===== src/rtl/ifetch_pkg.sv =====
package ifetch_pkg;

    typedef enum logic [2:0] {
        S_IDLE,
        S_CHECK,
        S_XLATE_LO,
        S_READ_LO,
        S_XLATE_HI,
        S_READ_HI,
        S_DONE
    } fetch_state_e;

    typedef enum logic [1:0] {
        RK_COMP  = 2'd0,
        RK_FULL  = 2'd1,
        RK_FAULT = 2'd2,
        RK_HOOK  = 2'd3
    } res_kind_e;

    localparam logic [3:0] CAUSE_MISALIGN = 4'd0;
    localparam logic [3:0] CAUSE_ACCESS   = 4'd1;

    // A halfword opens a compressed encoding unless its low two bits are both set.
    function automatic logic is_compressed(input logic [15:0] hw);
        return hw[1:0] != 2'b11;
    endfunction

endpackage


===== src/rtl/ifetch_align_chk.sv =====
module ifetch_align_chk (
    input  logic [1:0] addr_lo_i,
    input  logic       rvc_en_i,
    output logic       misaligned_o
);
    // Odd addresses never work; halfword-aligned ones need compressed support.
    assign misaligned_o = addr_lo_i[0] | (addr_lo_i[1] & ~rvc_en_i);
endmodule


===== src/rtl/ifetch_hook.sv =====
module ifetch_hook #(
    parameter int XLEN    = 32,
    parameter int CW      = 4,
    parameter int HOOK_EN = 1
) (
    input  logic [XLEN-1:0] pc_i,
    input  logic            ok_i,
    input  logic [XLEN-1:0] use_i,
    input  logic [CW-1:0]   err_i,
    output logic            ok_o,
    output logic [XLEN-1:0] use_o,
    output logic [CW-1:0]   err_o
);
    generate
        if (HOOK_EN != 0) begin : g_hook
            assign ok_o  = ok_i;
            assign use_o = ok_i ? use_i : pc_i;
            assign err_o = err_i;
        end else begin : g_pass
            assign ok_o  = 1'b1;
            assign use_o = pc_i;
            assign err_o = '0;
        end
    endgenerate
endmodule


===== src/rtl/ifetch_seq.sv =====
module ifetch_seq
    import ifetch_pkg::*;
#(
    parameter int XLEN    = 32,
    parameter int PAW     = 32,
    parameter int CW      = 4,
    parameter int HOOK_EN = 1
) (
    input  logic            clk,
    input  logic            rst_n,
    input  logic            start_i,
    input  logic [XLEN-1:0] pc_i,
    input  logic            rvc_en_i,
    output logic [XLEN-1:0] hook_pc_o,
    input  logic            hook_ok_i,
    input  logic [XLEN-1:0] hook_use_i,
    input  logic [CW-1:0]   hook_err_i,
    output logic            xl_req_valid_o,
    input  logic            xl_req_ready_i,
    output logic [XLEN-1:0] xl_req_va_o,
    input  logic            xl_rsp_valid_i,
    input  logic            xl_rsp_fault_i,
    input  logic [CW-1:0]   xl_rsp_cause_i,
    input  logic [PAW-1:0]  xl_rsp_pa_i,
    output logic            mem_req_valid_o,
    input  logic            mem_req_ready_i,
    output logic [PAW-1:0]  mem_req_addr_o,
    input  logic            mem_rsp_valid_i,
    input  logic            mem_rsp_err_i,
    input  logic [15:0]     mem_rsp_data_i,
    output logic            done_o,
    output logic [1:0]      kind_o,
    output logic [31:0]     instr_o,
    output logic [CW-1:0]   cause_o,
    output logic [XLEN-1:0] fault_addr_o
);
    localparam int HW = 16;
    localparam int IW = 2 * HW;

    fetch_state_e    state_q, state_d;
    res_kind_e       kind_q, kind_d;
    logic [XLEN-1:0] pc_q, pc_d, va_q, va_d, faddr_q, faddr_d, pc_hi;
    logic [PAW-1:0]  pa_q, pa_d;
    logic [HW-1:0]   lo_q, lo_d;
    logic [IW-1:0]   instr_q, instr_d;
    logic [CW-1:0]   cause_q, cause_d;
    logic            rvc_q, rvc_d, sent_q, sent_d;
    logic            h_ok, mis;
    logic [XLEN-1:0] h_use;
    logic [CW-1:0]   h_err;

    assign pc_hi     = pc_q + XLEN'(2);
    assign hook_pc_o = (state_q == S_CHECK) ? pc_q : pc_hi;

    ifetch_hook #(.XLEN(XLEN), .CW(CW), .HOOK_EN(HOOK_EN)) u_hook (
        .pc_i  (hook_pc_o),
        .ok_i  (hook_ok_i),
        .use_i (hook_use_i),
        .err_i (hook_err_i),
        .ok_o  (h_ok),
        .use_o (h_use),
        .err_o (h_err)
    );

    ifetch_align_chk u_align (
        .addr_lo_i    (h_use[1:0]),
        .rvc_en_i     (rvc_q),
        .misaligned_o (mis)
    );

    // State register and datapath registers
    always_ff @(posedge clk or negedge rst_n) begin
        if (!rst_n) begin
            state_q <= S_IDLE;
            kind_q  <= RK_COMP;
            pc_q    <= '0;
            va_q    <= '0;
            pa_q    <= '0;
            lo_q    <= '0;
            instr_q <= '0;
            cause_q <= '0;
            faddr_q <= '0;
            rvc_q   <= 1'b0;
            sent_q  <= 1'b0;
        end else begin
            state_q <= state_d;
            kind_q  <= kind_d;
            pc_q    <= pc_d;
            va_q    <= va_d;
            pa_q    <= pa_d;
            lo_q    <= lo_d;
            instr_q <= instr_d;
            cause_q <= cause_d;
            faddr_q <= faddr_d;
            rvc_q   <= rvc_d;
            sent_q  <= sent_d;
        end
    end

    // Transitions
    always_comb begin
        state_d = state_q;
        kind_d  = kind_q;
        pc_d    = pc_q;
        va_d    = va_q;
        pa_d    = pa_q;
        lo_d    = lo_q;
        instr_d = instr_q;
        cause_d = cause_q;
        faddr_d = faddr_q;
        rvc_d   = rvc_q;
        sent_d  = sent_q;
        unique case (state_q)
            S_IDLE: begin
                sent_d = 1'b0;
                if (start_i) begin
                    pc_d    = pc_i;
                    rvc_d   = rvc_en_i;
                    state_d = S_CHECK;
                end
            end
            S_CHECK: begin
                instr_d = '0;
                faddr_d = pc_q;
                if (!h_ok) begin
                    kind_d  = RK_HOOK;
                    cause_d = h_err;
                    state_d = S_DONE;
                end else if (mis) begin
                    kind_d  = RK_FAULT;
                    cause_d = CW'(CAUSE_MISALIGN);
                    state_d = S_DONE;
                end else begin
                    va_d    = h_use;
                    state_d = S_XLATE_LO;
                end
            end
            S_XLATE_LO, S_XLATE_HI: begin
                if (!sent_q) begin
                    sent_d = xl_req_ready_i;
                end else if (xl_rsp_valid_i) begin
                    sent_d = 1'b0;
                    if (xl_rsp_fault_i) begin
                        kind_d  = RK_FAULT;
                        cause_d = xl_rsp_cause_i;
                        faddr_d = (state_q == S_XLATE_LO) ? pc_q : pc_hi;
                        state_d = S_DONE;
                    end else begin
                        pa_d    = xl_rsp_pa_i;
                        state_d = (state_q == S_XLATE_LO) ? S_READ_LO : S_READ_HI;
                    end
                end
            end
            S_READ_LO: begin
                if (!sent_q) begin
                    sent_d = mem_req_ready_i;
                end else if (mem_rsp_valid_i) begin
                    sent_d = 1'b0;
                    if (mem_rsp_err_i) begin
                        kind_d  = RK_FAULT;
                        cause_d = CW'(CAUSE_ACCESS);
                        faddr_d = pc_q;
                        state_d = S_DONE;
                    end else if (is_compressed(mem_rsp_data_i)) begin
                        kind_d  = RK_COMP;
                        instr_d = {{HW{1'b0}}, mem_rsp_data_i};
                        state_d = S_DONE;
                    end else if (!h_ok) begin
                        kind_d  = RK_HOOK;
                        cause_d = h_err;
                        faddr_d = pc_hi;
                        state_d = S_DONE;
                    end else begin
                        lo_d    = mem_rsp_data_i;
                        va_d    = h_use;
                        state_d = S_XLATE_HI;
                    end
                end
            end
            S_READ_HI: begin
                if (!sent_q) begin
                    sent_d = mem_req_ready_i;
                end else if (mem_rsp_valid_i) begin
                    sent_d  = 1'b0;
                    state_d = S_DONE;
                    if (mem_rsp_err_i) begin
                        kind_d  = RK_FAULT;
                        cause_d = CW'(CAUSE_ACCESS);
                        faddr_d = pc_hi;
                    end else begin
                        kind_d  = RK_FULL;
                        instr_d = {mem_rsp_data_i, lo_q};
                    end
                end
            end
            S_DONE:  state_d = S_IDLE;
            default: state_d = S_IDLE;
        endcase
    end

    // Outputs
    always_comb begin
        xl_req_valid_o  = ((state_q == S_XLATE_LO) || (state_q == S_XLATE_HI)) && !sent_q;
        xl_req_va_o     = va_q;
        mem_req_valid_o = ((state_q == S_READ_LO) || (state_q == S_READ_HI)) && !sent_q;
        mem_req_addr_o  = pa_q;
        done_o          = (state_q == S_DONE);
        kind_o          = kind_q;
        instr_o         = instr_q;
        cause_o         = cause_q;
        fault_addr_o    = faddr_q;
    end

    p_xl_hold_r9: assert property (@(posedge clk) disable iff (!rst_n)
        xl_req_valid_o && !xl_req_ready_i |=> xl_req_valid_o && $stable(xl_req_va_o));
    p_mem_hold_r9: assert property (@(posedge clk) disable iff (!rst_n)
        mem_req_valid_o && !mem_req_ready_i |=> mem_req_valid_o && $stable(mem_req_addr_o));
    p_one_port_r9: assert property (@(posedge clk) disable iff (!rst_n)
        !(xl_req_valid_o && mem_req_valid_o));
    p_done_pulse_r10: assert property (@(posedge clk) disable iff (!rst_n)
        done_o |=> !done_o);
    p_comp_shape_r5: assert property (@(posedge clk) disable iff (!rst_n)
        done_o && kind_o == RK_COMP |-> instr_o[1:0] != 2'b11 && instr_o[IW-1:HW] == '0);
    p_full_shape_r6: assert property (@(posedge clk) disable iff (!rst_n)
        done_o && kind_o == RK_FULL |-> instr_o[1:0] == 2'b11);
    p_hi_fault_addr_r7: assert property (@(posedge clk) disable iff (!rst_n)
        state_q == S_XLATE_HI && sent_q && xl_rsp_valid_i && xl_rsp_fault_i
        |=> done_o && fault_addr_o == $past(pc_q) + XLEN'(2));

endmodule


===== config.mk =====
export PLATFORM = sky130hd
export DESIGN_NAME = ifetch_seq
export DESIGN_NICKNAME = d
export VERILOG_FILES = /design/src/rtl/ifetch_pkg.sv /design/src/rtl/ifetch_align_chk.sv /design/src/rtl/ifetch_hook.sv /design/src/rtl/ifetch_seq.sv
export SDC_FILE = /design/constraint.sdc
export NUM_CORES = 1
export LEC_CHECK = 0
export BUFFER_PORTS_ARGS = -buffer_cell sky130_fd_sc_hd__buf_2
export CORE_UTILIZATION = 46
export CTS_BUF_LIST = sky130_fd_sc_hd__clkbuf_16
export DETAILED_ROUTE_END_ITERATION = 16
export GPL_ROUTABILITY_DRIVEN = 0
export PLACE_DENSITY = 0.84
export SETUP_SLACK_MARGIN = 0.15
export SLEW_MARGIN = 20
export SYNTH_ARGS = -nofsm -noshare
export SYNTH_HDL_FRONTEND = slang
export SYNTH_SLANG_ARGS = --single-unit

===== constraint.sdc =====
create_clock -name clk -period 2 [get_ports clk]
set_input_delay 0 -clock clk [delete_from_list [all_inputs] [get_ports clk]]
set_output_delay 0 -clock clk [all_outputs]
set_load 0.02 [all_outputs]

* Word-level counts from Yosys, hierarchy flattened
Cells that the tools add are included.
** Word-level totals
- Bits in registers :: 187
- Input bits :: 131
- Output and inout port bits :: 169
- Word-level logic and storage cells :: 145
** Cells by class
- Add/subtract/negate cells :: 1
- Equal/unequal tests :: 27
- Muxes and demuxes :: 79
- Bitwise operators :: 6
- Reductions and logical operators :: 21
** Operators by type and width (number)
- 32-bit 2-to-1 mux :: 28
- 32-bit one-hot mux with 4 select lines :: 1
- 32-bit one-hot mux with 3 select lines :: 1
- 32-bit one-hot mux with 2 select lines :: 1
- 4-bit 2-to-1 mux :: 13
- 2-bit inequality test (second input constant) :: 17
- 3-bit 2-to-1 mux :: 11
- 32-bit by 2-bit adder with 32-bit output (second input constant) :: 1
- 2-bit 2-to-1 mux :: 16
- 4-bit one-hot mux with 4 select lines :: 1
- 8-bit AND reduction :: 2
- 3-bit one-hot mux with 5 select lines :: 1
- 12-bit AND reduction :: 1
- 11-bit AND reduction :: 1
- 10-bit AND reduction :: 1
- 3-bit == test (second input constant) :: 3
- 3-bit inequality test (second input constant) :: 3
- 2-bit one-hot mux with 4 select lines :: 1
- 7-bit AND reduction :: 1
- 3-bit by 2-bit == test with 1-bit output (second input constant) :: 2
- 6-bit AND reduction :: 1
- 3-bit nonzero test :: 2
- 1-bit 2-to-1 mux :: 4
- 4-bit inequality test (second input constant) :: 1
- other kinds (14) :: 20

* Longest topological paths before layout
Gate-level depths: netlist of the first run.
- Depth in word-level cells :: 9
- Mapped depth :: 7
- Depth with buffers taken out :: 6

* By module
A second synthesis of the first run with hierarchy kept.
** Second synthesis, totals
- Cell total of the unflattened synthesis :: 816
- Area, all modules :: 9439.1 µm²
** By module, submodules not included
- ifetch_seq :: instances 1, cells each 773, area an instance 8846.0 µm², sequential area each 4679.5 µm²
- ifetch_hook :: instances 1, cells each 41, area an instance 581.8 µm², sequential area each 0.0 µm²
- ifetch_align_chk :: instances 1, cells each 2, area an instance 11.3 µm², sequential area each 0.0 µm²

* Worst setup path before layout of the first run
OpenSTA, ideal clock, no wires.
- Path kind :: reg-to-output
- Start point :: reg pc_q[1]
- End point :: out hook_pc_o[19]
- Data arrival time :: 1968 ps
- Required time :: 2000 ps
- Setup slack :: 32 ps
- Stages on the path, launching flop included :: 7
- Path buffers :: 0
- Cell sequence :: dfrtp_1 > ha_1 > nand4_1 > or3_1 > nor2_2 > and3_1 > xor2_1
** Between the ends
- Word-level cells in the longest chain between the ends :: 2
** Ends and longest elaborated chain
- start, declared :: RTL line ifetch_seq.sv:42 : logic [XLEN-1:0] pc_q, pc_d, va_q, va_d, faddr_q, faddr_d, pc_hi;
- start signal, assigned :: RTL line ifetch_seq.sv:88 : pc_q <= pc_d;
- 32-bit by 2-bit adder with 32-bit output :: RTL line ifetch_seq.sv:52 : assign pc_hi = pc_q + XLEN'(2);
- 32-bit 2-to-1 mux :: RTL line ifetch_seq.sv:53 : assign hook_pc_o = (state_q == S_CHECK) ? pc_q : pc_hi;
- end, declared :: RTL line ifetch_seq.sv:14 : output logic [XLEN-1:0] hook_pc_o,
Every way passes these cells.

* Worst setup path after layout of the first run
- Start point :: reg pc_q[5]
- End point :: out hook_pc_o[12]
Same word-level chain as after synthesis.

==> results of run 1 <==
[worst max path at each step]
stage / cells past startpoint / slack (ns) / end
global route: 9 / -1.11 / hook_pc_o[12]
CTS: 7 / -0.20 / hook_pc_o[17]
detailed placement: 7 / 0.02 / xl_req_va_o[19]
global placement: 7 / 0.07 / hook_pc_o[31]
floorplan: 7 / 0.15 / mem_req_addr_o[10]
finish: 9 / -1.04 / hook_pc_o[12]
[final cells by class]
type,instances,share of cell area
Multi-Input combinational cell,577,0.3163
Inverter,9,0.002250
Sequential cell,187,0.3123
Antenna cell,3,0.0005000
Clock buffer,17,0.02833
Tap cell,234,0.01950
Timing Repair Buffer,593,0.3125
Clock inverter,14,0.008250
[layout by cell type, fill, tap and decap left out, types with 5 or more instances in the layout]
cell type and count:
a22oi_1 16, buf_12 10, buf_2 269, buf_4 120
buf_6 49, buf_8 6, clkbuf_16 27, clkinvlp_4 5
dfrtp_1 179, dfrtp_2 8, dlygate4sd3_1 125, inv_1 10
mux2_2 27, mux2_4 66, nand2_1 125, nand2_2 12
nand2_4 10, nand2b_1 5, nand3_1 15, nand3_2 10
nand4_1 18, nor2_1 14, nor2_4 10, nor2b_1 11
nor3_4 8, o21ai_0 66, o21ai_1 20, o21ai_2 7
xnor2_1 17, xnor2_2 8, xor2_1 24, xor2_2 10
[routing by layer]
layer | up-vias | wire length, um
li1 | 3971 | -
met1 | 4707 | 14190
met2 | 786 | 19280
met5 | - | 89
met3 | 325 | 5237
met4 | 6 | 3464
[repair_timing]
action | CTS | global route
hold buffers | 125 | 0
setup buffers | 38 | 44
setup endpoints to repair | 99 | 149
endpoints found under the hold margin | 207 | 0
gates resized for setup | 119 | 198
pin swaps | 48 | 67
gates cloned | 4 | 14
[power by group]
part	total [W]	switching [W]	internal [W]	leakage, nW
clock network	0.00332	0.00161	0.00172	0.261
logic	0.0152	0.00861	0.00655	4.61
registers	0.00683	0.00140	0.00543	2.37
[Yosys cell counts (3+ instances only)]
master,n,area [sq um]
nand2b_1,6,37.54
nor3_2,3,30.03
clkbuf_1,28,105.1
nor3b_1,3,22.52
a21oi_1,6,30.03
nand4_1,18,112.6
dfrtp_1,187,4679
nand2_1,146,548.0
xnor2_1,26,227.7
and2_1,3,18.77
nor4_1,6,37.54
o21ai_0,94,470.5
nor2_1,26,97.59
buf_2,16,80.08
a22o_1,3,26.28
mux2_2,92,1036
a22oi_1,16,120.1
a31oi_1,3,18.77
nand3_1,28,140.1
nor3_1,7,35.03
buf_4,11,82.58
and3_1,7,43.79
xor2_1,33,289.0
inv_1,8,30.03
nor2b_1,12,75.07
[sequential cells by signal (all words and copies together) (netlist names), 2 cells and up]
signal and cells:
instr_o 32, pc_q 32, xl_req_va_o 32, lo_q 16
state_q 3, mem_req_addr_o 32, fault_addr_o 32, kind_o 2
cause_o 4
[cell families after synthesis]
kind of cell	Yosys count	share of synthesized area
xor gates and xnor gates	60	0.06048
DFF	187	0.5309
adders and majority gates	2	0.002555
AOI/OAI and AO/OA	139	0.09611
buffers and inverters	66	0.03535
and+or+nand+nor	282	0.1546
muxes	94	0.1200
[worst max-delay path, delay by kind of cell, from the launching register on]
family                 cells  cell delay, ns
AND/OR/NAND/NOR            4            0.97
buffers and inverters      4            0.64
XOR/XNOR                   1            0.52
flip-flops                 1            0.45
[per-stage QoR]
stage          TNS [ns]  utilization  total power (W)  instance area (sq um)
6_report         -18.45       0.8000          0.02532                  15010
5_1_grt          -22.27       0.7999          0.02607                  15010
4_1_cts          -2.408       0.7258          0.02102                  13620
3_5_place_dp          0       0.5869          0.01612                  11010
3_3_place_gp          0       0.5869          0.01580                  11010
2_1_floorplan         0            -          0.01250                   8845
==> results.py, run 1 <==
metrics = {
    "setup_path": {
        "r2r-end": "fault_addr_o[30]",
        "slowest_stage": "xor2_2",
        "startpoint": "pc_q[5]",
        "endpoint_kind": "primary output",
        "cp-start-kind": "flip-flop",
        "criticalPathCategory": "flip-flop to primary output",
        "reg2reg_depth": 10,
        "arrival_ns": 3.04,
        "r2r_setup_slack_ns": -0.72,
        "path_common_cell": "buf_6",
        "crit_fanout": 4,
        "timing.rr.start": "pc_q[1]",
        "crit_chain": "nand2_2 -> nor3_4 -> buf_6 -> buf_4 -> buf_6 -> nand2_4 -> nor2_4 -> xor2_2 -> buf_6",
        "crit_required_ns": 2.00,
        "slowest_delay_ns": 0.52,
    },
    "detailed_routing": {
        "drt_iter0_drc": 1104,
        "firstDrtPassIters": 9,
        "ant_nets": 0,
        "drc": 0,
        "finalWirelength_mm": 42.26,
        "vias": 9795,
        "via_per_inst": 5.994,
        "avgRoutedWirePerCell_um": 25.86,
    },
    "synthesis": {
        "syn_nets": 962,
        "async_flop_share": 1.000,
        "synthCells": 830,
        "synth_cell_types": 62,
        "yosysSeqAreaShare": 0.5309,
        "synth-edff-count": 0,
        "yosys_most_used_dff": "dfrtp_1",
        "yosys_warnings": 0,
        "syn_area_sq_mm": 0.008813,
        "synth.avg_cell_area_sq_um": 10.62,
        "synth-seq-cells": 187,
    },
    "sta": {
        "tightestPinTransition_ns": 0.8369,
        "finalHoldViolCount": 0,
        "whs_ns": 0.07681,
        "fin_crit_sh": 1.520,
        "skew_ns": 0.01456,
        "slew_headroom": 0.4383,
        "fin_ws_ns": -1.039,
        "finalMaxSlewViolations": 0,
        "fin_crit_ns": 3.039,
        "setup_viol": 86,
        "max_freq_mhz": 329.0,
        "rsz0062_at_grt": "yes",
    },
    "placed_design": {
        "dp_slack_ns": 0.01837,
        "dp_cells": 1375,
        "portBuffers": 299,
        "dp.final_hpwl_mm": 17.29,
    },
    "clocking": {
        "clock-root-buffer": "clkbuf_16",
        "htree_levels": 4,
        "clk_latency_ns": 0.44,
        "clk_pin_slew_ns": 0.08,
        "cts_buffers": 17,
        "cts.sinks": 187,
        "cts_buffer_depth": 2,
        "cts_tree": "done",
    },
    "global_route": {
        "first_global_vias": 9091,
        "grt_use_total": 0.3155,
        "grt_use_met3": 0.07077,
        "use_met1": 0.3679,
        "grt_start_max_net_pins": 65,
        "busiest_layer": "met2",
        "grt_first_pass_wirelength_mm": 48.20,
        "antenna_found_initial": 5,
        "overflow": 0,
        "use_met2": 0.5347,
    },
    "die": {
        "die_area_sq_mm": 0.01972,
        "die_h_um": 140.4,
        "fp.coreArea_sq_mm": 0.01877,
        "pin_count": 300,
        "rows": 50,
        "initial_core_util": 0.4696,
        "dieWidth_um": 140.4,
    },
    "run": {
        "cap_viol_max_count": 0,
    },
    "layout": {
        "nets": 1517,
        "multi_input_area_sq_mm": 0.004750,
        "stdcell_count": 1634,
        "nFillCells": 969,
        "final-seq-area_sq_mm": 0.004690,
        "syn_to_final_growth_pct": 70.36,
        "drive_above_1_share": 0.5075,
    },
    "pwr": {
        "pwr_density_cell_mw_per_mm2": 1686,
        "ir_drop_v": 0.0008870,
        "p_leak_nw": 7.241,
    },
    "hold_path": {
        "min_to": "sent_q",
        "min_path_type": "input port to flip-flop",
        "min_from": "xl_rsp_valid_i",
        "min_delay_path_depth": 4,
    },
    "status": {
        "status": "finished with violations",
        "violations": "setup timing",
    },
}
Note: power is estimated with default switching activity, not from simulation.
==> run 2: changes to the inputs <==
--- a/config.mk
+++ b/config.mk
@@ -6,11 +6,11 @@
 export NUM_CORES = 1
 export LEC_CHECK = 0
 export BUFFER_PORTS_ARGS = -buffer_cell sky130_fd_sc_hd__buf_2
-export CORE_UTILIZATION = 46
+export CORE_UTILIZATION = 55
 export CTS_BUF_LIST = sky130_fd_sc_hd__clkbuf_16
 export DETAILED_ROUTE_END_ITERATION = 16
 export GPL_ROUTABILITY_DRIVEN = 0
-export PLACE_DENSITY = 0.84
+export PLACE_DENSITY = 0.93
 export SETUP_SLACK_MARGIN = 0.15
 export SLEW_MARGIN = 20
 export SYNTH_ARGS = -nofsm -noshare
==> constraint.sdc (replaced) <==
create_clock -name clk -period 3.8 [get_ports clk]
set_input_delay 0 -clock clk [delete_from_list [all_inputs] [get_ports clk]]
set_output_delay 0 -clock clk [all_outputs]
set_load 0.02 [all_outputs]
==> results.py, run 2 (synthesis results as in run 1) <==
metrics = {
    "clocking": {
        "cts.sinks": 187,
        "cts_buffer_depth": 2,
        "clk_pin_slew_ns": 0.08,
        "cts_tree": "done",
        "post_cts_buffers": 0,
        "htree_levels": 4,
        "clk_latency_ns": 0.44,
        "cts_buffers": 17,
        "clock-root-buffer": "clkbuf_16",
    },
    "sta": {
        "fin_crit_ns": 3.114,
        "max_freq_mhz": 321.1,
        "skew_ns": 0.01554,
        "fin_crit_sh": 0.8196,
        "setup_viol": 0,
        "slew_headroom": 0.3991,
        "rsz0062_at_grt": "no",
        "finalHoldViolCount": 0,
        "finalMaxSlewViolations": 0,
        "setup-tns-final_ns": 0,
        "tightestPinTransition_ns": 0.8965,
    },
    "layout": {
        "final-seq-area_sq_mm": 0.004679,
        "final_area_sq_mm": 0.01233,
        "multi_input_area_sq_mm": 0.003860,
        "nFillCells": 892,
        "drive_above_1_share": 0.3648,
        "nets": 1358,
        "final_common_cell": "buf_2",
        "layout_common_cells": "298 x buf_2, 187 x dfrtp_1, 146 x nand2_1",
        "final_util": 0.7993,
        "stdcell_count": 1452,
        "syn_to_final_growth_pct": 39.91,
    },
    "global_route": {
        "grt_start_max_net_pins": 106,
        "grt_first_pass_wirelength_mm": 43.84,
        "overflow": 0,
        "grt_use_total": 0.3487,
        "first_global_vias": 8532,
        "antenna_found_initial": 1,
    },
    "detailed_routing": {
        "firstDrtPassIters": 5,
        "drc": 0,
        "drt_iter0_drc": 740,
        "vias": 8285,
        "via_per_inst": 5.706,
        "avgRoutedWirePerCell_um": 19.34,
        "ant_nets": 0,
        "finalWirelength_mm": 28.08,
    },
    "pwr": {
        "combPwrFrac": 0.464,
        "p_leak_nw": 5.868,
        "ir_drop_v": 0.0005353,
        "p_switching_w": 0.004627,
        "clock_power_share": 0.180,
        "pwr_density_cell_mw_per_mm2": 830.9,
        "p_int_w": 0.005618,
        "p_seq_frac": 0.357,
        "power.share.switching": 0.4517,
        "total_power_w": 0.01025,
    },
    "placed_design": {
        "dpl_cell_area_sq_mm": 0.01042,
        "portBuffers": 299,
        "dp_cells": 1291,
        "dp.final_hpwl_mm": 16.03,
    },
    "hold_path": {
        "min_path_type": "input port to flip-flop",
    },
    "die": {
        "fp.coreArea_sq_mm": 0.01543,
        "pin_count": 300,
        "die_area_sq_mm": 0.01653,
        "rows": 45,
        "die_h_um": 128.6,
        "initial_core_util": 0.5713,
        "dieWidth_um": 128.6,
    },
    "setup_path": {
        "crit_fanout": 12,
        "crit_chain": "nand3_1 -> nor3_2 -> nand4_2 -> nor2_1 -> xor2_1 -> buf_2",
        "slowest_stage": "nor3_2",
        "arrival_ns": 3.11,
        "endpoint_kind": "primary output",
        "crit_required_ns": 3.80,
        "cp-start-kind": "flip-flop",
        "r2r_setup_slack_ns": 0.86,
        "slowest_delay_ns": 0.78,
        "criticalPathCategory": "flip-flop to primary output",
    },
    "run": {
        "cap_viol_max_count": 0,
    },
    "status": {
        "status": "finished, final reports clean",
    },
}
-- run 2: cell count changes in the layout (fill, tap and decap cells not counted), moves of 11 or more --
cell / delta
buf_2: +29
buf_4: -113
buf_6: -49
mux2_2: +65
mux2_4: -66
nand2_1: +21
nand2_2: -11
nand3_1: +13
nor2_1: +11
o21ai_0: +28
o21ai_1: -20
-- run 2: metal layers --
layer  track usage  share of wire
met3       0.08108          0.078
met5             0              0
met1        0.3976           0.36
met4        0.2304          0.054
met2        0.5895           0.51
-- run 2: area by class of cell --
class,count,share of cell area
well taps,211,0.02141
clock inverters,15,0.01593
multi-input cells,577,0.3130
inverters,9,0.002740
diodes,2,0.0004059
repair buffers,434,0.2325
flip-flops and latches,187,0.3795
clock buffers,17,0.03450
-- run 2: critical path, delay by kind of cell (launching register included) --
kind	cells	cell delay [ns]
AND/OR/NAND/NOR	4	1.72
XOR/XNOR	1	0.25
buffers and inverters	1	0.21
flip-flops	1	0.50
-- run 2: power groups by stage --
stage          clock, W  sequential, W  combinational, W
2_1_floorplan         0        0.00409           0.00248
3_3_place_gp          0        0.00355           0.00430
3_5_place_dp          0        0.00360           0.00444
4_1_cts         0.00185        0.00358           0.00460
5_1_grt         0.00193        0.00376           0.00509
6_report        0.00184        0.00366           0.00475
-- run 2: path summary, 6_finish.rpt --
kind	cells past startpoint	startpoint	to
max in group asynchronous	3	rst_n	state_q[1]
min in group asynchronous	2	rst_n	mem_req_addr_o[8]
min reg2reg	2	fault_addr_o[22]	fault_addr_o[22]
min	5	start_i	state_q[0]
max	6	pc_q[6]	hook_pc_o[28]
max reg2reg	5	state_q[2]	cause_o[3]
-- run 2: timing repair --
item	in CTS	in global routing
endpoints found under the setup margin	0	0
hold buffers	126	0
resized for setup	0	0
hold endpoints to repair	231	0
-- run 2: metrics by stage --
step	setup slack, ns	hold slack [ns]
global placement	1.166	0.07336
CTS	0.7708	0.06479
detailed placement	1.084	0.07520
finish	0.6856	0.07740
global route	0.5132	0.1231
floorplan	1.832	-0.2956
==> run 3: changes to the inputs <==
--- a/config.mk
+++ b/config.mk
@@ -6,11 +6,11 @@
 export NUM_CORES = 1
 export LEC_CHECK = 0
 export BUFFER_PORTS_ARGS = -buffer_cell sky130_fd_sc_hd__buf_2
-export CORE_UTILIZATION = 55
+export CORE_UTILIZATION = 51
 export CTS_BUF_LIST = sky130_fd_sc_hd__clkbuf_16
 export DETAILED_ROUTE_END_ITERATION = 16
 export GPL_ROUTABILITY_DRIVEN = 0
-export PLACE_DENSITY = 0.93
+export PLACE_DENSITY = 0.88
 export SETUP_SLACK_MARGIN = 0.15
 export SLEW_MARGIN = 20
 export SYNTH_ARGS = -nofsm -noshare
==> constraint.sdc (replaced) <==
create_clock -name clk -period 3.3 [get_ports clk]
set_input_delay 0 -clock clk [delete_from_list [all_inputs] [get_ports clk]]
set_output_delay 0 -clock clk [all_outputs]
set_load 0.02 [all_outputs]
==> results.py, run 3 (synthesis results as in run 1) <==
metrics = {
    "pwr": {
        "total_power_w": 0.01173,
        "pwr_density_cell_mw_per_mm2": 950.0,
        "power.share.switching": 0.4456,
        "p_int_w": 0.006503,
        "p_leak_nw": 5.877,
        "p_seq_frac": 0.359,
        "clock_power_share": 0.178,
        "ir_drop_v": 0.0005093,
        "combPwrFrac": 0.463,
        "p_switching_w": 0.005226,
    },
    "setup_path": {
        "cp-start-kind": "flip-flop",
        "crit_fanout": 19,
        "criticalPathCategory": "flip-flop to flip-flop",
        "crit_chain": "xor2_2 -> and2_1 -> nand3_1 -> dlygate4sd3_1 -> nand3_1 -> dlygate4sd3_1",
        "crit_required_ns": 3.67,
        "endpoint_kind": "flip-flop",
        "slowest_delay_ns": 0.78,
        "arrival_ns": 3.39,
        "slowest_stage": "dfrtp_1",
    },
    "sta": {
        "max_freq_mhz": 330.5,
        "tightestPinTransition_ns": 0.8437,
        "fin_crit_sh": 0.9168,
        "finalMaxSlewViolations": 0,
        "fin_crit_ns": 3.025,
        "fin_ws_ns": 0.2747,
        "finalHoldViolCount": 0,
        "setup-tns-final_ns": 0,
        "whs_ns": 0.1195,
        "skew_ns": 0.01439,
        "setup_viol": 0,
        "slew_headroom": 0.4375,
        "rsz0062_at_grt": "no",
    },
    "clocking": {
        "cts.sinks": 187,
        "htree_levels": 4,
        "cts_buffer_depth": 2,
        "clk_latency_ns": 0.43,
        "cts_buffers": 17,
        "clock-root-buffer": "clkbuf_16",
        "cts_tree": "done",
        "clk_pin_slew_ns": 0.08,
    },
    "detailed_routing": {
        "drc": 0,
        "firstDrtPassIters": 7,
        "via_per_inst": 5.580,
        "vias": 8175,
        "ant_nets": 0,
        "drt_iter0_drc": 571,
        "finalWirelength_mm": 27.13,
        "avgRoutedWirePerCell_um": 18.52,
    },
    "die": {
        "pin_count": 300,
        "die_area_sq_mm": 0.01781,
        "die_h_um": 133.5,
        "fp.coreArea_sq_mm": 0.01670,
        "dieWidth_um": 133.5,
        "initial_core_util": 0.5277,
        "rows": 47,
    },
    "placed_design": {
        "portBuffers": 299,
        "dp_slack_ns": 0.5977,
        "dp.final_hpwl_mm": 16.65,
    },
    "layout": {
        "syn_to_final_growth_pct": 40.09,
        "final-seq-area_sq_mm": 0.004681,
        "multi_input_area_sq_mm": 0.003860,
        "nets": 1363,
        "nFillCells": 1096,
        "layout_common_cells": "298 x buf_2, 186 x dfrtp_1, 146 x nand2_1",
        "drive_above_1_share": 0.3666,
        "final_common_cell": "buf_2",
    },
    "status": {
        "status": "finished, final reports clean",
    },
    "global_route": {
        "grt_first_pass_wirelength_mm": 43.10,
        "overflow": 0,
        "first_global_vias": 8552,
        "grt_start_max_net_pins": 106,
        "grt_use_total": 0.3112,
        "antenna_found_initial": 1,
    },
    "run": {
        "cap_viol_max_count": 0,
    },
    "hold_path": {
        "min_path_type": "input port to flip-flop",
    },
}
==> run 3: changes by cell type in the layout (fill, tap and decap cells not counted), sizes merged <==
cell | before | now
clkinv | 7 | 5
buf | 307 | 310
dlygate4sd3 | 126 | 128
inv | 15 | 17
diode | 2 | 1
==> run 3: cell type report <==
type,instances,area share
flip-flops and latches,187,0.3791
multi-input cells,577,0.3126
repair buffers,439,0.2340
clock buffers,17,0.03445
well taps,220,0.02229
clock inverters,15,0.01459
inverters,9,0.002736
diodes,1,0.0002027
==> run 3: power by group through the flow <==
stage / Combinational (W) / Sequential (W) / Clock (W)
after floorplan: 0.00285 / 0.00471 / 0
after global placement: 0.00500 / 0.00411 / 0
after detailed placement: 0.00514 / 0.00418 / 0
after CTS: 0.00536 / 0.00415 / 0.00212
after global routing: 0.00583 / 0.00433 / 0.00223
final: 0.00543 / 0.00421 / 0.00209
==> run 3: path summary, 6_finish.rpt <==
path / start / to / slack [ns] / cells after the start
hold / removal: xl_rsp_valid_i / state_q[2] / 0.12 / 4
setup reg to reg: state_q[1] / sent_q / 0.27 / 6
hold reg to reg: fault_addr_o[10] / fault_addr_o[10] / 0.48 / 2
setup / recovery: state_q[1] / sent_q / 0.27 / 6
min in group asynchronous: rst_n / mem_req_addr_o[27] / 0.23 / 2
max in group asynchronous: rst_n / pc_q[9] / 2.11 / 3
==> run 3: timing repair <==
action | 4_1_cts | 5_1_grt
endpoints found under the hold margin | 251 | 0
hold buffers | 128 | 0
setup endpoints to repair | 0 | 1
buffers inserted | 0 | 0
gates resized for setup | 0 | 1
==> run 3: metrics by stage <==
stage	cell area, sq um	instances	util
after floorplan	8813	830	-
final	12350	1465	0.7393
after global placement	10460	1304	0.6261
after global routing	12350	1465	0.7393
after CTS	12340	1464	0.7391
after detailed placement	10460	1304	0.6261
==> run 3: routing by layer <==
layer  up-vias  routed length (um)  GRT usage  part of all wire
li1       3666                   -          -                 -
met1      3943                9912     0.3505              0.37
met2       459               13880     0.5414              0.51
met3       107                2174    0.08752             0.080
met4         0                1160     0.1528             0.043
met5         -                   0          0                 0
==> run 3: worst max-delay path, delay by kind of cell, from the launching register on <==
kind	cells	cell delay, ns
DFF	1	0.78
xor gates and xnor gates	1	0.50
and+or+nand+nor	3	0.56
buffers and inverters	2	1.11
